`src/rtl/ofmt_pkg.sv`:
```
package ofmt_pkg;
  localparam int unsigned WORD_W = 10;
  localparam int unsigned BYTE_W = 8;
  localparam int unsigned LSB_W  = WORD_W - BYTE_W;
  localparam int unsigned TAG_W  = 2;

  typedef logic [WORD_W-1:0] word_t;
  typedef logic [BYTE_W-1:0] byte_t;

  typedef enum logic [1:0] {
    SQ_IDLE   = 2'd0,
    SQ_HOLD_A = 2'd1,
    SQ_SHOW_B = 2'd2
  } seq_e;

  function automatic word_t shape_word(input word_t raw, input logic inv);
    return inv ? ~raw : raw;
  endfunction

  function automatic byte_t upper_byte(input word_t w);
    return w[WORD_W-1:LSB_W];
  endfunction

  function automatic byte_t status_byte(input word_t w, input logic par,
                                        input logic [TAG_W-1:0] tag, input logic ovr);
    return {w[LSB_W-1:0], 2'b00, par, tag, ovr};
  endfunction

  function automatic word_t on_upper(input byte_t b);
    return {b, {LSB_W{1'b0}}};
  endfunction
endpackage

```
`src/rtl/ofmt_capture.sv`:
```
module ofmt_capture
  import ofmt_pkg::*;
(
  input  logic             clk,
  input  logic             rst_n,
  input  logic             take,
  input  word_t            raw,
  input  logic             inv,
  input  logic             par,
  input  logic [TAG_W-1:0] tag,
  input  logic             ovr,
  output word_t            word_q,
  output logic             par_q,
  output logic [TAG_W-1:0] tag_q,
  output logic             ovr_q
);
  always_ff @(posedge clk or negedge rst_n) begin
    if (!rst_n) begin
      word_q <= '0;
      par_q  <= 1'b0;
      tag_q  <= '0;
      ovr_q  <= 1'b0;
    end else if (take) begin
      word_q <= shape_word(raw, inv);
      par_q  <= par;
      tag_q  <= tag;
      ovr_q  <= ovr;
    end
  end
endmodule

```
`src/rtl/ofmt_sequencer.sv`:
```
module ofmt_sequencer
  import ofmt_pkg::*;
(
  input  logic clk,
  input  logic rst_n,
  input  logic start,
  input  logic narrow,
  input  logic stretch,
  output logic show_b,
  output logic seq_idle
);
  seq_e st_q, st_d;

  always_comb begin
    st_d = st_q;
    if (start) begin
      if (narrow) st_d = stretch ? SQ_HOLD_A : SQ_SHOW_B;
      else        st_d = SQ_IDLE;
    end else begin
      case (st_q)
        SQ_HOLD_A: st_d = SQ_SHOW_B;
        SQ_SHOW_B: st_d = SQ_IDLE;
        default:   st_d = SQ_IDLE;
      endcase
    end
  end

  always_ff @(posedge clk or negedge rst_n) begin
    if (!rst_n) st_q <= SQ_IDLE;
    else        st_q <= st_d;
  end

  assign show_b   = (st_q == SQ_SHOW_B) && !start;
  assign seq_idle = (st_q == SQ_IDLE);
endmodule

```
`src/rtl/ofmt_drive.sv`:
```
module ofmt_drive
  import ofmt_pkg::*;
(
  input  logic             clk,
  input  logic             rst_n,
  input  logic             start,
  input  logic             narrow,
  input  logic             inv,
  input  word_t            raw,
  input  logic             show_b,
  input  word_t            held_word,
  input  logic             held_par,
  input  logic [TAG_W-1:0] held_tag,
  input  logic             held_ovr,
  output word_t            bus_q
);
  word_t live_word;
  assign live_word = shape_word(raw, inv);

  always_ff @(posedge clk or negedge rst_n) begin
    if (!rst_n) begin
      bus_q <= '0;
    end else if (start) begin
      bus_q <= narrow ? on_upper(upper_byte(live_word)) : live_word;
    end else if (show_b) begin
      bus_q <= on_upper(status_byte(held_word, held_par, held_tag, held_ovr));
    end
  end
endmodule

```
`src/rtl/pixel_out_fmt.sv`:
```
module pixel_out_fmt
  import ofmt_pkg::*;
(
  input  logic                  clk,
  input  logic                  rst_n,
  input  logic                  pix_valid,
  input  logic [WORD_W-1:0]     pix_data,
  input  logic [TAG_W-1:0]      pix_chan,
  input  logic                  pix_ovr,
  input  logic                  cfg_narrow,
  input  logic                  cfg_invert,
  input  logic                  cfg_stretch,
  input  logic                  cfg_par_if,
  input  logic                  oe_n,
  output logic [WORD_W-1:0]     bus_q,
  output logic                  bus_en
);
  word_t            held_word;
  logic             held_par;
  logic [TAG_W-1:0] held_tag;
  logic             held_ovr;
  logic             show_b;
  logic             seq_idle;

  ofmt_capture u_capture (
    .clk(clk), .rst_n(rst_n), .take(pix_valid), .raw(pix_data),
    .inv(cfg_invert), .par(cfg_par_if), .tag(pix_chan), .ovr(pix_ovr),
    .word_q(held_word), .par_q(held_par), .tag_q(held_tag), .ovr_q(held_ovr)
  );

  ofmt_sequencer u_seq (
    .clk(clk), .rst_n(rst_n), .start(pix_valid), .narrow(cfg_narrow),
    .stretch(cfg_stretch), .show_b(show_b), .seq_idle(seq_idle)
  );

  ofmt_drive u_drive (
    .clk(clk), .rst_n(rst_n), .start(pix_valid), .narrow(cfg_narrow),
    .inv(cfg_invert), .raw(pix_data), .show_b(show_b),
    .held_word(held_word), .held_par(held_par), .held_tag(held_tag),
    .held_ovr(held_ovr), .bus_q(bus_q)
  );

  assign bus_en = !oe_n;
endmodule

```
`config.mk`:
```
export PLATFORM = sky130hd
export DESIGN_NAME = pixel_out_fmt
export DESIGN_NICKNAME = d
export VERILOG_FILES = /design/src/rtl/ofmt_pkg.sv /design/src/rtl/ofmt_capture.sv /design/src/rtl/ofmt_sequencer.sv /design/src/rtl/ofmt_drive.sv /design/src/rtl/pixel_out_fmt.sv
export SDC_FILE = /design/constraint.sdc
export NUM_CORES = 1
export LEC_CHECK = 0
export BUFFER_PORTS_ARGS = -buffer_cell sky130_fd_sc_hd__buf_4
export CORE_MARGIN = 4
export CORE_UTILIZATION = 45
export CTS_CLUSTER_SIZE = 16
export DETAILED_ROUTE_END_ITERATION = 8
export HOLD_SLACK_MARGIN = 0.03
export PLACE_DENSITY = 0.74
export SKIP_CTS_REPAIR_TIMING = 1
export SLEW_MARGIN = 30
export SYNTH_ARGS = -nofsm -noshare
export SYNTH_HDL_FRONTEND = slang
export SYNTH_SLANG_ARGS = --single-unit
```
`constraint.sdc`:
```
create_clock -name clk -period 1.5 [get_ports clk]
set_clock_uncertainty 0.05 [all_clocks]
set_input_delay 0.075 -clock clk [delete_from_list [all_inputs] [get_ports clk]]
set_output_delay 0.075 -clock clk [all_outputs]
set_load 0.03 [all_outputs]
```
## Yosys cells after proc, flatten, opt, wreduce, memory -nomap -nowiden

Cells that the tools add are included.

- Output and inout bits: 11
- Flip-flop bits (word level): 18
- Logic and storage cells: 21
- Input bits: 21

- Equality and inequality tests: 2
- Bitwise gates (word level): 1
- Multiplexer cells: 8
- Reduce and logical (&&, ||, !) cells: 4

Operators by type and width:

| operator | count |
|---|---|
| 2-to-1 mux 10 bit | 3 |
| 2-to-1 mux 2 bit | 5 |
| inverter 10 bit | 1 |
| == test 2 x 1 -> 1 bit (second input constant) | 1 |
| == test 2 bit (second input constant) | 1 |
| logical NOT 1 bit | 2 |
| nonzero test 2 bit | 1 |
| logical AND 1 bit | 1 |

## Longest topological paths before layout

Gate-level depths: netlist of run 1.

- Word-level depth: 4
- Gate-level depth with buffers: 4
- Gate-level depth less buffers: 3

## Modules after synthesis

A second synthesis of run 1 with hierarchy kept.

- Cells, all modules: 102
- Area, all modules: 1232.4 sq um

Modules (own cells, without submodules):

| module | instances | area each (sq um) | seq. area each (sq um) | cells an instance |
|---|---|---|---|---|
| ofmt_capture | 1 | 601.8 | 350.3 | 52 |
| ofmt_drive | 1 | 535.5 | 250.2 | 41 |
| ofmt_sequencer | 1 | 91.3 | 50.0 | 8 |
| pixel_out_fmt | 1 | 3.8 | 0.0 | 1 |

## Worst setup path after synthesis of run 1

Ideal clock, no wire load.

- Path type: register -> register
- Start: register u_seq.st_q[0]
- End: register u_drive.bus_q[2]
- Slack: 500 ps
- Period minus slack after synthesis: 1000 ps
- Stages on the path, launching flop included: 5
- Path buffers: 1
- Arrival time: 819 ps
- Setup time: 131 ps
- Data required time: 1319 ps
- Cells stage by stage: dfrtp_1 nand2b_4 buf_12 mux2i_1 o21ai_1

- Word-level cells in the longest chain between the ends: 3

RTL lines:

| item | RTL line | text |
|---|---|---|
| from (decl) | ofmt_sequencer.sv:12 | `seq_e st_q, st_d;` |
| from (signal assigned) | ofmt_sequencer.sv:30 | `else st_q <= st_d;` |
| == test 2 bit | ofmt_sequencer.sv:33 | `assign show_b = (st_q == SQ_SHOW_B) && !start;` |
| logical AND 1 bit | ofmt_sequencer.sv:33 |  |
| nonzero test 2 bit (no source line) | -- |  |
| to (signal assigned) | ofmt_drive.sv:24 | `bus_q <= narrow ? on_upper(upper_byte(live_word)) : live_word;` |
| to (signal assigned) | ofmt_drive.sv:26 | `bus_q <= on_upper(status_byte(held_word, held_par, held_tag, held_ovr));` |
| to (decl) | ofmt_drive.sv:15 | `output word_t bus_q` |

No other way between the ends.
A chain may end at the register's enable or synchronous reset.

## Worst setup path in the final report of run 1

- Start: register u_seq.st_q[1]
- End: register u_seq.st_q[1]

- Word-level cells in the longest chain between the ends: 3

RTL lines:

| item | RTL line | text |
|---|---|---|
| == test 2 x 1 -> 1 bit | ofmt_sequencer.sv:20 | `case (st_q)` |
| 2-to-1 mux 2 bit | ofmt_sequencer.sv:20 |  |
| 2-to-1 mux 2 bit | ofmt_sequencer.sv:16 | `if (start) begin` |
| via u_seq.st_d[1] | ofmt_sequencer.sv:12 |  |

The timed path passes the listed nets, and every way through them passes these cells.

==> reports/qor.txt, run 1 <==
status: completed
final WL: 1719 um
WP buf/inv: 1
Routed Antenna Nets: 0
Lkg Pwr: 0.6280 nW
CTS tree: built
Tcrit/Tclk final: 0.8610
Post-Syn Instances: 77
initial antenna violation count: 0
critical path type: flip-flop to flip-flop
final worst slack: 0.2084 ns
post-route cell area: 1245 sq um
CORE AREA: 1764 sq um
DP HPWL: 1204 um
hold crit path type: input port to flip-flop
Pwr per Cell Area: 955.5 nW/um^2
Netlist Area Pre-Place: 854.6 sq um
worst hold path depth: 4
EDFF count, synth: 0
Placement Setup Slack: 0.4612 ns
RSZ-0062 raised after global routing: no
crit-path max FO: 2
Vias/cell: 4.630
Crit path depth: 4
Yosys cell types: 19
max-cap viol count: 0
root buf cell: clkbuf_4
Worst EP required: 1.63 ns
asr flop ratio synth: 1.000
CP top delay family: buffers and inverters
first-pass GRT wire length: 2553 um
largest net degree at the start of global routing: 31
Worst-Skew Late Latency: 0.29 ns
Max Root-Sink Buffers: 2
largest cells by area after synthesis: dfrtp_1 (53%), xor2_1 (8.2%), mux2i_1 (7.0%)
CP cell instances: nor2_1, nand2_1, o21ai_0, dlygate4sd3_1
All-Layer GR Usage: 0.1289
Post-synth top cells: dfrtp_1 (18), nand2_1 (14), xor2_1 (8)
grt ovf: 0
max-slew violations: 0
CP endpoint kind: flip-flop
Clock Sink Count: 18
Syn-to-layout area delta: 45.68%
die width: 51.58 um
vias: 676
dominant synthesized flop cell: dfrtp_1
H-Tree Depth: 1
Critical-path top delay cell: dlygate4sd3_1
Avg Synthesized Cell Area: 11.10 sq um
# setup viols final: 0
Initial Util: 0.4844
Die Y: 51.58 um
peak supply drop: 0.5407 mV
Final min period: 1.292 ns
Rel. slew slack: 0.8188
max incr delay on CP: 0.55 ns
Antenna Diode Count: 0
Slew @ Worst Pin: 0.2718 ns
most common cell in the synthesized netlist: dfrtp_1
cell taking the most area after synthesis: dfrtp_1
# nets final: 143
num rows: 15
port bufs: 31
Ys Warns: 0
f_max: 774.3 MHz
Iter 0 DRT Violations: 8
CTS buffer count: 3
vias in the first global route: 584
Final Hold Viols: 0
DP Area: 1069 sq um
DRC viols: 0
share of Yosys cell area claimed by the top area cell type: 0.5271
IO Pins: 32
ratio of cells with drive above 1 in the final layout: 0.3306
DRT Pass-1 Iters: 4
Startpoint Class: flip-flop
Seq cells post-synth: 18
R2R depth: 4
syn_nets: 98
sequential element share of the synthesized area: 0.5271
die area: 2661 sq um
routed len/inst: 11.77 um
CP arrival: 1.42 ns
setup TNS: 0 ns
Placer Congestion: 0.7172
clock-pin slew on the worst setup and hold paths: 0.10 ns
metal layers:
| layer | track usage | up-vias | wire [um] |
|---|---|---|---|
| met2 | 0.2034 | 21 | 847 |
| li1 | - | 344 | - |
| met3 | 0.03438 | 2 | 110 |
| met5 | 0 | - | 0 |
| met1 | 0.1670 | 309 | 756 |
| met4 | 0.05240 | 0 | 4 |
state kept, by name (all words and copies together) (netlist names):
signal and cells:
u_capture.ovr_q 1, u_capture.tag_q 2, u_seq.st_q 2, u_drive.bus_q 10
u_capture.word_q 2, u_capture.par_q 1
per-stage QoR:
stage | hold WS, ns | std cells | utilization | power [W]
5_1_grt | 0.02779 | 146 | 0.7057 | 0.001250
2_1_floorplan | -0.2706 | 77 | - | 0.0007594
3_5_place_dp | -0.09295 | 128 | 0.6057 | 0.0008784
4_1_cts | -0.4177 | 132 | 0.6262 | 0.001173
3_3_place_gp | -0.09436 | 128 | 0.6057 | 0.0008716
6_report | 0.02109 | 146 | 0.7057 | 0.001190
power breakdown:
group,leakage [nW],switching (W),internal [W]
registers,0.219,0.0000318,0.000538
clock network,0.0210,0.000146,0.000148
logic,0.388,0.000169,0.000157
total,0.628,0.000347,0.000843
cell usage in the layout, fill, tap and decap left out:
master,netlist,layout
xor2_1,8,8
nor2_1,3,3
nand2_1,14,14
dfrtp_1,18,18
dlygate4sd3_1,0,14
mux2i_1,6,6
nand2b_1,1,1
clkbuf_8,0,1
and3_1,1,1
inv_1,1,1
o21ai_0,3,3
clkbuf_4,0,3
o22ai_1,2,2
a21oi_1,2,2
mux2_2,4,4
buf_4,2,31
nand2b_4,1,1
xnor2_1,2,2
o21ai_1,6,6
path summary, 6_finish.rpt:
check	from	endpoint	slack, ns
max reg2reg	u_seq.st_q[1]	u_seq.st_q[1]	0.21
max in group asynchronous	rst_n	u_drive.bus_q[2]	1.07
min in group asynchronous	rst_n	u_drive.bus_q[1]	0.13
min reg2reg	u_capture.tag_q[0]	u_capture.tag_q[0]	0.47
min	pix_data[5]	u_drive.bus_q[5]	0.02
max	u_seq.st_q[1]	u_seq.st_q[1]	0.21
cell families (layout without fill, tap and decap cells):
group,Yosys count,count (layout),share of synthesized area
xor+xnor,10,10,0.1025
simple gates,20,20,0.1054
mux,10,10,0.1230
buf+inv,6,50,0.06294
flops,18,18,0.5271
compound gates,13,13,0.07906
layout make-up:
type / count / area [sq um]
clock buffer: 4 / 36.28
inverter: 1 / 3.754
sequential: 18 / 450.4
tap: 25 / 31.28
multi-input combinational: 53 / 350.3
timing repair buffer: 45 / 372.9
fill: 166 / 519.2
worst min-delay path, delay by kind of cell:
| kind | cells | cell delay [ns] |
|---|---|---|
| and+or+nand+nor | 1 | 0.06 |
| xor gates and xnor gates | 1 | 0.05 |
| buffers and inverters | 1 | 0.08 |
| AOI/OAI and AO/OA | 1 | 0.06 |
Note: power is estimated with default switching activity, not from simulation.
==> run 2: changes to the inputs <==
- ABC_AREA: default -> 1
- CORE_UTILIZATION: 45 -> 40
- PLACE_DENSITY: 0.74 -> 0.67
==> run 2 against run 1 <==
Effect of this change: wire length is 12% higher; maximum frequency grew 31%; synthesized cell count rose by 48%; setup slack better by 0.31 ns; flip-flop and latch count unchanged; via count grew 22%; register-to-register slack improved by 0.31 ns; die area grew 11%; combinational power is 1% lower; cell area is 0.70% lower; synthesized area grew 0.88%; critical path type is now flip-flop to primary output; largest cell class unchanged.
==> reports/qor.txt, run 2 <==
Yosys cell types: 14 (-5)
Final min period: 0.9846 ns (-0.3070 ns)
met2 Usage GRT: 0.2649 (+0.06155)
peak supply drop: 0.6000 mV (+11%)
share of Yosys cell area claimed by the top area cell type: 0.5225 (-0.004590)
grt ovf: 0 (unchanged)
vias: 828 (+22%)
Post-Syn Instances: 114 (+48%)
Iter 0 DRT Violations: 7 (-1)
num rows: 16 (+1)
Avg Synthesized Cell Area: 7.562 sq um (-32%)
Rel. slew slack: 0.8488 (+0.02993)
# nets final: 178 (+24%)
Tcrit/Tclk final: 0.6564 (-0.2046)
Initial Util: 0.4306 (-0.05377)
initial antenna violation count: 0 (unchanged)
die width: 54.43 um (+5.5%)
max incr delay on CP: 0.40 ns (-0.15 ns)
Antenna Diode Count: 0 (unchanged)
Psw: 0.0003532 W (+1.9%)
max-slew violations: 0 (unchanged)
dominant synthesized flop cell: dfrtp_1
CP cell instances: buf_4
DRT Pass-1 Iters: 4 (unchanged)
IO Pins: 32 (unchanged)
Netlist Area Pre-Place: 862.1 sq um (+0.88%)
WP buf/inv: 1 (unchanged)
largest net degree at the start of global routing: 19 (-39%)
Sw Share: 0.3011 (+0.009797)
global route hottest layer: met2
CTS tree: built
CP top delay family: flip-flops
Syn-to-layout area delta: 43.40%
syn_nets: 135 (+38%)
Post-synth top cells: nand2_1 (62), dfrtp_1 (18), inv_1 (13)
complex-gate fraction of the synthesized area: 0.04499 (-0.03407)
max-cap viol count: 0 (unchanged)
post-synthesis mux area share: 0 (-0.1230)
most frequent cells in the layout: nand2_1 (62), buf_4 (32), dfrtp_1 (18)
CTS buffer count: 3 (unchanged)
Worst EP required: 1.37 ns (-0.26 ns)
Lkg Pwr: 0.7111 nW (+13%)
largest cells by area after synthesis: dfrtp_1 (52%), nand2_1 (27%), inv_1 (5.7%)
max FFs per register: 10 (unchanged)
crit-path max FO: 2 (unchanged)
# setup viols final: 0 (unchanged)
Critical-path top delay cell: dfrtp_1
Slew @ Worst Pin: 0.2269 ns (-0.04490 ns)
M1 GR Usage: 0.1735 (+0.006567)
most common cell in the synthesized netlist: nand2_1
adder-cell share of the synthesized area: 0 (unchanged)
All-Layer GR Usage: 0.1511 (+0.02226)
Pwr per Cell Area: 948.9 nW/um^2 (-0.69%)
Gate power share: 0.274 (about the same)
Clock Sink Count: 18 (unchanged)
GR Layer Usage met3: 0.05450 (+0.02011)
sequential power share: 0.477 (-0.002)
P_int: 0.0008198 W (-2.8%)
Startpoint Class: flip-flop
Post-Synth XOR/XNOR Area: 0.02032 (-0.08217)
CP endpoint kind: primary output
Max Root-Sink Buffers: 2 (unchanged)
routed len/inst: 10.50 um (-11%)
asr flop ratio synth: 1.000 (unchanged)
clock group share of total power: 0.249 (+0.002)
DRC viols: 0 (unchanged)
cell taking the most area after synthesis: dfrtp_1
Routed Antenna Nets: 0 (unchanged)
DP HPWL: 1514 um (+26%)
Worst-Skew Late Latency: 0.29 ns (about the same)
post-synthesis simple-gate area fraction: 0.3208 (+0.2153)
hold crit path type: input port to flip-flop
die area: 2962 sq um (+11%)
port bufs: 31 (unchanged)
Vias/cell: 4.525 (-2.3%)
Ys Warns: 0 (unchanged)
Seq cells post-synth: 18 (unchanged)
setup TNS: 0 ns (unchanged)
first-pass GRT wire length: 3160 um (+24%)
vias in the first global route: 766 (+31%)
RSZ-0062 raised after global routing: no
sequential element share of the synthesized area: 0.5225 (-0.004590)
main combinational cell family by area after synthesis: simple AND/OR/NAND/NOR gates
final WL: 1922 um (+12%)
ratio of cells with drive above 1 in the final layout: 0.2500 (-0.08058)
Die Y: 54.43 um (+5.5%)
Biggest register: u_drive.bus_q
CORE AREA: 2002 sq um (+13%)
most common cell after layout, fill and taps aside: nand2_1
f_max: 1016 MHz (+31%)
Inst Count DP: 170 (+33%)
Final Hold Viols: 0 (unchanged)
critical path type: flip-flop to primary output
clock-pin slew on the worst setup and hold paths: 0.10 ns (about the same)
H-Tree Depth: 1 (unchanged)
post-route insts no fill: 183 (+25%)
CP arrival: 0.86 ns (-0.56 ns)
Placer Congestion: 0.7883 (+9.9%)
root buf cell: clkbuf_4
status: completed
EDFF count, synth: 0 (unchanged)
[run 2: cell count changes after synthesis, moves of 5 or more]
cell / previous run / this run
inv_1: 1 / 13
mux2i_1: 6 / 0
nand2_1: 14 / 62
nand3_1: 0 / 8
o21ai_1: 6 / 1
xor2_1: 8 / 0
[run 2: final cells by class]
cell class | instances | area, sq um
Clock buffer | 4 | 36.28
Fill cell | 182 | 765.7
Inverter | 14 | 52.55
Multi-Input combinational cell | 79 | 332.8
Sequential cell | 18 | 450.4
Tap cell | 27 | 33.78
Timing Repair Buffer | 41 | 330.3
[run 2: logic make-up after synthesis]
kind of cell           after synthesis
buffers and inverters               17
AO/OA/AOI/OAI                        6
flip-flops                          18
XOR/XNOR                             2
AND/OR/NAND/NOR                     71
[run 2: through the flow]
step / hold WS, ns / area (sq um) / total power (W) / setup slack (ns) / utilization
after floorplan: -0.2706 / 862.1 / 0.0007398 / 0.5974 / -
final: 0.04791 / 1236 / 0.001173 / 0.5154 / 0.6175
after global routing: 0.03976 / 1236 / 0.001245 / 0.4440 / 0.6175
after CTS: -0.4167 / 1146 / 0.001167 / 0.5061 / 0.5725
after global placement: -0.09806 / 1110 / 0.0008675 / 0.5735 / 0.5544
after detailed placement: -0.09511 / 1110 / 0.0008760 / 0.5193 / 0.5544
[run 2: per-layer routing]
metal	up-vias	share of wire
met5	-	0
met3	0	0.085
met1	375	0.42
met2	30	0.50
met4	0	0
li1	423	-
[run 2: worst paths after layout]
check	depth (start not counted)	slack, ns	start	end
setup reg to reg	4	0.52	u_seq.st_q[1]	u_drive.bus_q[7]
max in group asynchronous	2	1.09	rst_n	u_capture.word_q[0]
hold reg to reg	2	0.43	u_capture.par_q	u_capture.par_q
min in group asynchronous	2	0.13	rst_n	u_capture.par_q
setup / recovery	1	0.52	u_drive.bus_q[5]	bus_q[5]
hold / removal	3	0.05	pix_valid	u_capture.tag_q[0]
[run 2: power groups by stage]
stage,clock network (W),registers [W],logic [W]
2_1_floorplan,0,0.000636,0.000104
3_3_place_gp,0,0.000568,0.000299
3_5_place_dp,0,0.000569,0.000307
4_1_cts,0.000300,0.000560,0.000307
5_1_grt,0.000325,0.000565,0.000355
6_report,0.000292,0.000560,0.000321
